### src/rtl/lvds_ser_pkg.sv
package lvds_ser_pkg;
  localparam int SLOT_N = 7;
  localparam int LANE_N = 4;
  localparam int CH_W   = 8;
  localparam int PIX_W  = 3 * CH_W;
  localparam int CTL_W  = 3;
  localparam int SLOT_W = $clog2(SLOT_N);
  localparam int SUB_W  = 6;

  typedef enum logic [1:0] {
    MAP_NARROW      = 2'b00,
    MAP_WIDE_MSB    = 2'b01,
    MAP_WIDE_COMPAT = 2'b10,
    MAP_RSVD        = 2'b11
  } map_mode_e;

  typedef logic [SLOT_N-1:0] slot_word_t;

  typedef struct packed {
    logic [CH_W-1:0] red;
    logic [CH_W-1:0] grn;
    logic [CH_W-1:0] blu;
    logic            de;
    logic            vs;
    logic            hs;
  } pixel_t;

  // bit s is the lane clock level during slot s
  localparam slot_word_t LCLK_PATTERN = 7'b1100011;

  function automatic slot_word_t reverse_word(input slot_word_t w);
    slot_word_t r;
    for (int i = 0; i < SLOT_N; i++) r[i] = w[SLOT_N-1-i];
    return r;
  endfunction
endpackage

### src/rtl/lvds_slot_timer.sv
module lvds_slot_timer
  import lvds_ser_pkg::*;
(
  input  logic clk,
  input  logic rst,
  output logic capture,
  output logic lane_clk
);
  localparam logic [SLOT_W-1:0] LAST_SLOT = SLOT_W'(SLOT_N - 1);

  logic [SLOT_W-1:0] slot_q;
  logic [SLOT_W-1:0] slot_nxt;

  assign capture  = (slot_q == LAST_SLOT) && !rst;
  assign slot_nxt = (slot_q == LAST_SLOT) ? '0 : slot_q + 1'b1;

  always_ff @(posedge clk) begin
    if (rst) begin
      slot_q   <= '0;
      lane_clk <= LCLK_PATTERN[0];
    end else begin
      slot_q   <= slot_nxt;
      lane_clk <= LCLK_PATTERN[slot_nxt];
    end
  end

  AST_SLOT_BOUND: assert property (@(posedge clk) disable iff (rst)
    slot_q <= LAST_SLOT);
  AST_CAPTURE_ISOLATED: assert property (@(posedge clk) disable iff (rst)
    capture |=> !capture);
  AST_LCLK_RISE_SLOT: assert property (@(posedge clk) disable iff (rst)
    $rose(lane_clk) |-> (slot_q == SLOT_W'(5)));
  AST_LCLK_FALL_SLOT: assert property (@(posedge clk) disable iff (rst)
    $fell(lane_clk) |-> (slot_q == SLOT_W'(2)));
endmodule

### src/rtl/lvds_lane_packer.sv
module lvds_lane_packer
  import lvds_ser_pkg::*;
(
  input  pixel_t                        pix,
  input  map_mode_e                     mode,
  output logic [LANE_N-1:0][SLOT_N-1:0] words
);
  logic [SUB_W-1:0] r6, g6, b6;
  logic [1:0]       r2, g2, b2;
  logic             wide_msb, compat;

  always_comb begin
    wide_msb = (mode == MAP_WIDE_MSB);
    compat   = (mode == MAP_WIDE_COMPAT);
    r6 = wide_msb ? pix.red[CH_W-1:2] : pix.red[SUB_W-1:0];
    g6 = wide_msb ? pix.grn[CH_W-1:2] : pix.grn[SUB_W-1:0];
    b6 = wide_msb ? pix.blu[CH_W-1:2] : pix.blu[SUB_W-1:0];
    r2 = compat ? pix.red[CH_W-1:CH_W-2] : pix.red[1:0];
    g2 = compat ? pix.grn[CH_W-1:CH_W-2] : pix.grn[1:0];
    b2 = compat ? pix.blu[CH_W-1:CH_W-2] : pix.blu[1:0];

    words = '0;
    // lane 0: one green bit then red descending
    words[0][0] = g6[0];
    for (int k = 1; k < SLOT_N; k++) words[0][k] = r6[6-k];
    // lane 1: two blue bits then green descending
    words[1][0] = b6[1];
    words[1][1] = b6[0];
    for (int k = 2; k < SLOT_N; k++) words[1][k] = g6[7-k];
    // lane 2: controls then blue descending
    words[2][0] = pix.de;
    words[2][1] = pix.vs;
    words[2][2] = pix.hs;
    for (int k = 3; k < SLOT_N; k++) words[2][k] = b6[8-k];
    // lane 3: only in the 24-bit layouts
    if (wide_msb || compat) begin
      words[3][0] = 1'b0;
      words[3][1] = b2[1];
      words[3][2] = b2[0];
      words[3][3] = g2[1];
      words[3][4] = g2[0];
      words[3][5] = r2[1];
      words[3][6] = r2[0];
    end
  end
endmodule

### src/rtl/lvds_lane_shifter.sv
module lvds_lane_shifter
  import lvds_ser_pkg::*;
#(
  parameter int LANES = LANE_N
) (
  input  logic                       clk,
  input  logic                       rst,
  input  logic                       load,
  input  logic                       mirror,
  input  logic [LANES-1:0][SLOT_N-1:0] words,
  output logic [LANES-1:0]           dout
);
  for (genvar l = 0; l < LANES; l++) begin : g_lane
    slot_word_t sh_q;
    always_ff @(posedge clk) begin
      if (rst)       sh_q <= '0;
      else if (load) sh_q <= mirror ? reverse_word(words[l]) : words[l];
      else           sh_q <= {1'b0, sh_q[SLOT_N-1:1]};
    end
    assign dout[l] = sh_q[0];
  end
endmodule

### src/rtl/lvds_pixel_serializer.sv
module lvds_pixel_serializer
  import lvds_ser_pkg::*;
(
  input  logic                 clk,
  input  logic                 rst,
  input  logic                 pix_valid,
  output logic                 pix_ready,
  input  logic [PIX_W-1:0]     pix_rgb,
  input  logic [CTL_W-1:0]     pix_ctl,
  input  logic [1:0]           map_sel,
  input  logic                 mirror_en,
  output logic [LANE_N-1:0]    lane_dout,
  output logic                 lane_clk
);
  logic                        capture;
  pixel_t                      pix_in;
  logic [LANE_N-1:0][SLOT_N-1:0] words;

  lvds_slot_timer u_timer (
    .clk      (clk),
    .rst      (rst),
    .capture  (capture),
    .lane_clk (lane_clk)
  );

  assign pix_ready = capture;
  // blank word when no pixel is offered at the capture edge
  assign pix_in = pix_valid ? pixel_t'({pix_rgb, pix_ctl}) : '0;

  lvds_lane_packer u_packer (
    .pix   (pix_in),
    .mode  (map_mode_e'(map_sel)),
    .words (words)
  );

  lvds_lane_shifter #(.LANES(LANE_N)) u_shift (
    .clk    (clk),
    .rst    (rst),
    .load   (capture),
    .mirror (mirror_en),
    .words  (words),
    .dout   (lane_dout)
  );

  AST_RESET_LANES_LOW: assert property (@(posedge clk)
    rst |=> (lane_dout == '0));
  AST_IDLE_BLANK: assert property (@(posedge clk) disable iff (rst)
    (pix_ready && !pix_valid) |=> (lane_dout == '0));
  AST_NARROW_LANE3_LOW: assert property (@(posedge clk) disable iff (rst)
    (pix_ready && (map_sel == 2'b00 || map_sel == 2'b11)) |=> !lane_dout[3]);
endmodule

### config.mk
export PLATFORM = sky130hd
export DESIGN_NAME = lvds_pixel_serializer
export DESIGN_NICKNAME = d
export VERILOG_FILES = /design/src/rtl/lvds_ser_pkg.sv /design/src/rtl/lvds_slot_timer.sv /design/src/rtl/lvds_lane_packer.sv /design/src/rtl/lvds_lane_shifter.sv /design/src/rtl/lvds_pixel_serializer.sv
export SDC_FILE = /design/constraint.sdc
export NUM_CORES = 1
export LEC_CHECK = 0
export BUFFER_PORTS_ARGS = -buffer_cell sky130_fd_sc_hd__buf_2
export CAP_MARGIN = 20
export CORE_UTILIZATION = 55
export DETAILED_ROUTE_END_ITERATION = 7
export GPL_TIMING_DRIVEN = 0
export PLACE_DENSITY = 0.89
export SLEW_MARGIN = 10
export SYNTH_ARGS = -nofsm -noshare
export SYNTH_HDL_FRONTEND = slang
export SYNTH_SLANG_ARGS = --single-unit
### constraint.sdc
create_clock -name clk -period 3.2 [get_ports clk]
set_input_delay 0.32 -clock clk [delete_from_list [all_inputs] [get_ports clk]]
set_output_delay 0.32 -clock clk [all_outputs]
set_load 0.005 [all_outputs]
* Word-level counts from Yosys, hierarchy flattened
Memory sizes are Yosys's and may differ from the RTL's. A register that Yosys moved wholly into a read port is not among the register bits.
Index checks and enable logic that the tools add are counted.
** Operators by class
- Add/subtract/negate cells :: 1
- Equal/unequal tests :: 3
- Mux-type cells :: 17
- Bitwise logic cells :: 1
- Reduce and logical (&&, ||, !) cells :: 4
** Operators with widths (count)
- $mux W6 :: 7
- $mux W7 :: 5
- $mux W27 :: 1
- $mux W2 :: 3
- $add A3 B1 Y3 const B :: 1
- $eq A3 B3 Y1 const B :: 1
- $mux W3 :: 1
- $eq A2 B1 Y1 const B :: 1
- $eq A2 B2 Y1 const B :: 1
- $reduce_or A2 Y1 :: 1
- $logic_and A1 B1 Y1 :: 1
- $logic_not A1 Y1 :: 1
- $logic_or A1 B1 Y1 :: 1
- $not A1 Y1 :: 1
** Word-level totals
- Flip-flop bits (word level) :: 31
- Bits in read-only memories :: 8
- Output and inout port bits :: 6
- Word-level logic and storage cells :: 36
- Memories :: 1
** Memories
- (no name shown) :: depth 8, bits a word 1, rd ports 1, clocked after Yosys merged registers in 1, write ports 0, RTL line lvds_slot_timer.sv:23 : lane_clk <= LCLK_PATTERN[slot_nxt];

* Logic depth before layout (Yosys ltp)
- Word-level depth :: 5
- Depth in mapped cells :: 6

* By module
Synthesis repeated with hierarchy kept, for this count alone.
** Second synthesis, totals
- Cells, all modules :: 207
- Area total of the unflattened synthesis :: 2016.9 µm²
** Modules (own cells, without submodules)
- lvds_lane_shifter :: instances 1, cells an instance 120, area an instance 1221.2 µm², seq. area each 560.5 µm²
- lvds_lane_packer :: instances 1, cells an instance 43, area an instance 430.4 µm², seq. area each 0.0 µm²
- lvds_pixel_serializer :: instances 1, cells an instance 29, area an instance 217.7 µm², seq. area each 0.0 µm²
- lvds_slot_timer :: instances 1, cells an instance 15, area an instance 147.6 µm², seq. area each 80.1 µm²

* Worst setup path after synthesis
No wires, ideal clock.
- Path kind :: input port to flip-flop
- Start point :: input map_sel[1]
- End point :: register u_shift.g_lane[1].sh_q[4]
- Setup time :: 137 ps
- Data arrival time :: 1382 ps
- Data required time :: 3063 ps
- Setup slack :: 1680 ps
- Stages :: 6
- Cell sequence :: inv_1 > ha_1 > buf_6 > mux2_1 > a221oi_2 > nor3_2
** On the way
- Word-level cells in the longest chain between the ends :: 4
** Ends and longest elaborated chain
- from (decl) :: RTL line lvds_pixel_serializer.sv:10 : input logic [1:0] map_sel,
- $eq A2 B1 Y1 :: RTL line lvds_lane_packer.sv:13 : wide_msb = (mode == MAP_WIDE_MSB);
- $mux W6 :: RTL line lvds_lane_packer.sv:16 : g6 = wide_msb ? pix.grn[CH_W-1:2] : pix.grn[SUB_W-1:0];
- $mux W7 :: RTL line lvds_lane_shifter.sv:17 : else if (load) sh_q <= mirror ? reverse_word(words[l]) : words[l];
- $mux W6 :: RTL line lvds_lane_shifter.sv:17
- to (signal assigned) :: RTL line lvds_lane_shifter.sv:17
- to (signal assigned) :: RTL line lvds_lane_shifter.sv:18 : else sh_q <= {1'b0, sh_q[SLOT_N-1:1]};
- to (decl) :: RTL line lvds_lane_shifter.sv:14 : slot_word_t sh_q;
Every way passes these cells.
A chain may end at the register's enable or synchronous reset.

* Worst setup path in the final report
- Start point :: register u_timer.slot_q[0]
- End point :: output pix_ready
** On the way
- Word-level cells in the longest chain between the ends :: 2
** Ends and longest elaborated chain
- from (decl) :: RTL line lvds_slot_timer.sv:11 : logic [SLOT_W-1:0] slot_q;
- from (signal assigned) :: RTL line lvds_slot_timer.sv:22 : slot_q <= slot_nxt;
- $eq A3 B3 Y1 :: RTL line lvds_slot_timer.sv:14 : assign capture = (slot_q == LAST_SLOT) && !rst;
- $logic_and A1 B1 Y1 :: RTL line lvds_slot_timer.sv:14
- to (decl) :: RTL line lvds_pixel_serializer.sv:7 : output logic pix_ready,
Every way passes these cells.

==> metrics <==
status finished, final reports clean; unrepaired setup endpoints after global routing no; CTS max path bufs 2; final RePlAce weighted congestion 0.852; die width 60.9 µm; mux cell area share after synthesis 15.5%; largest family of logic cells by synthesized area simple AND/OR/NAND/NOR gates; Vias 1605; Worst Hold Launch pix_ctl[2]; initial antenna violation count 0; Synth Area in Adders 1.97%; dominant synthesized flop cell dfxtp_1; reg2reg start u_timer.slot_q[0]; Startpoint Class flip-flop; Post-synth EDFFs 0; CTS Buf Count 5; top cells by area, synth dfxtp_1 34%, a221oi_2 10%, nor3_2 5.8%, mux2_4 5.5%, mux2_2 5.3%; worst min-delay path class in2reg; fraction of registers with async set or reset after synthesis 0%; n_diodes 0; largest area contributor in the netlist dfxtp_1; nets 267; Final Max Tran Viols 0; Mapped Area 0.00191 mm²; Non-Filler Instances 278; Crit. End Element output port; Mapped Cells 186; clock root buffer clkbuf_4; Max Clock Freq 560 MHz; Yosys cell types 37; IO Count 39; Initial DRT Pass Iterations 6; Final Hold Fails 0; top-area cell type share of the netlist area 33.6%; Max-Cap Viols 0; Total Power 790 µW; final worst-path cycle share 55.8%; # DRC 0; total gr overflow 0; Final min period 1.79 ns; DRT Wirelength 4480 µm; Post-CTS Hold Buffers 0; Synth Area in XOR/XNOR 0%; # port buffers 38; critical path arrival 1.47 ns; RR Endpoint u_shift.g_lane[1].sh_q[0]; CTS Sinks 32; Detailed Place HPWL 3260 µm; Placeable Area 0.00334 mm²; DR WL/cell 16.1 µm; placed cell count 270; sequential-to-total area share from yosys stat 33.6%; Post-Synth Simple-Gate Area 21.4%; post-CTS setup buffers 0; worst hold endpoint u_shift.g_lane[2].sh_q[6]; GRT Overall Usage 26.9%; PwrDens 356 mW/mm²; die height 60.9 µm; Filler cells 265; CTS H-tree depth 2; worst vdd ir 0.216 mV; CTS tree done; yosys warns 0; Compound-Gate Fraction of Synth Area 18.2%; Worst Reg-to-Reg Cells 5; Hold Slack 0.251 ns; syn_area_per_cell 10.3 µm²; # rows 21; number of stages on the worst hold path 3; fraction of layout cells with a size suffix above 1 49.1%; critical path type reg2out; clock-pin slew on the worst setup and hold paths 0.11 ns; setup tns final 0 ns; area grow syn2layout 16.2%; r2r setup slk 1.82 ns; die area 0.00371 mm²; initial core utilization 57.2%; vias in the first global route 1432; Final Worst Setup Slack 1.41 ns; leakage 0.954 nW; First DRT Iteration DRCs 83; cell with the most instances after synthesis dfxtp_1; Gates resized, CTS repair 0; #FFs+latches synth 32; final setup vio count 0; Worst slew margin 59.0%; Mapped Nets 222; largest net degree at the start of global routing 11; post-route ant nets 0; Clock Latency Late Sink 0.35 ns; Worst Tran Pin Value 0.616 ns; Layout Skew 0.0107 ns; CP max FO 10; first-pass GRT wire length 6910 µm; pre-CTS setup slack 1.39 ns; vias per inst 5.77; Req. time, crit path 2.88 ns; Post-synth top cells 32 x dfxtp_1, 26 x nor2_1, 13 x a221oi_2
kinds of logic after synthesis:
| family | Yosys count |
|---|---|
| compound gates | 32 |
| fa+ha+maj | 3 |
| buf+inv | 26 |
| flops | 32 |
| mux | 24 |
| simple gates | 69 |
where the power goes:
group	internal, mW	switching (mW)
Clock	0.104	0.144
Combinational	0.0597	0.0752
Sequential	0.403	0.00378
worst max-delay path, stage by stage, from the launching register on:
cell	delay, ns
dfxtp_1	0.37
nand4bb_1	0.18
buf_4	0.19
inv_6	0.11
buf_6	0.15
buf_2	0.12
sequential cells by signal, summed over array words and instances, names as in the netlist:
| register | count |
|---|---|
| u_timer.slot_q | 3 |
| u_shift.g_lane.sh_q | 28 |
| u_timer.lane_clk | 1 |
final cells by class:
type | instances | area [µm²] | area share, %
Buffer | 20 | 153 | 6.88
Clock buffer | 6 | 51.3 | 2.31
Clock inverter | 2 | 10.0 | 0.451
Inverter | 6 | 27.5 | 1.24
Multi-Input combinational cell | 128 | 1090 | 49.0
Sequential cell | 32 | 641 | 28.9
Tap cell | 46 | 57.6 | 2.60
Timing Repair Buffer | 38 | 190 | 8.58
through the flow:
stage / utilization [%] / area (µm²)
floorplan: - / 1910
global placement: 64.6 / 2160
detailed placement: 64.6 / 2160
CTS: 66.4 / 2220
global route: 66.4 / 2220
finish: 66.4 / 2220
cells in the final DEF, fill, tap and decap left out, types with 2 or more instances in the layout:
cell type / synthesis / routed
a211oi_1: 4 / 4
a21oi_1: 5 / 5
a21oi_2: 2 / 2
a221oi_2: 13 / 13
a311oi_2: 2 / 2
a31oi_1: 3 / 3
and3b_1: 2 / 2
buf_2: 5 / 43
buf_4: 7 / 7
buf_6: 6 / 6
clkbuf_4: 0 / 5
clkinv_2: 0 / 2
dfxtp_1: 32 / 32
ha_1: 3 / 3
inv_1: 4 / 4
mux2_1: 7 / 7
mux2_2: 9 / 9
mux2_4: 7 / 7
nand2_1: 5 / 5
nand3_1: 11 / 11
nand3_2: 2 / 2
nor2_1: 26 / 26
nor3_1: 5 / 5
nor3_2: 11 / 11
worst max-delay path by stage:
stage | startpoint | end | slack (ns)
after floorplan | map_sel[1] | u_shift.g_lane[1].sh_q[4] | 1.68
after global placement | map_sel[1] | u_shift.g_lane[1].sh_q[4] | 1.44
after detailed placement | map_sel[1] | u_shift.g_lane[1].sh_q[4] | 1.39
after CTS | u_timer.slot_q[0] | pix_ready | 1.42
after global routing | u_timer.slot_q[0] | pix_ready | 1.33
final | u_timer.slot_q[0] | pix_ready | 1.41
layer usage:
| layer | wire, µm | global-route usage, % | vias up |
|---|---|---|---|
| met5 | 0 | 0 | - |
| met4 | 97 | 15.9 | 0 |
| met3 | 345 | 4.90 | 11 |
| met2 | 2180 | 41.1 | 80 |
| met1 | 1860 | 35.5 | 748 |
| li1 | - | - | 766 |
Power figures use the tool's default switching activity.
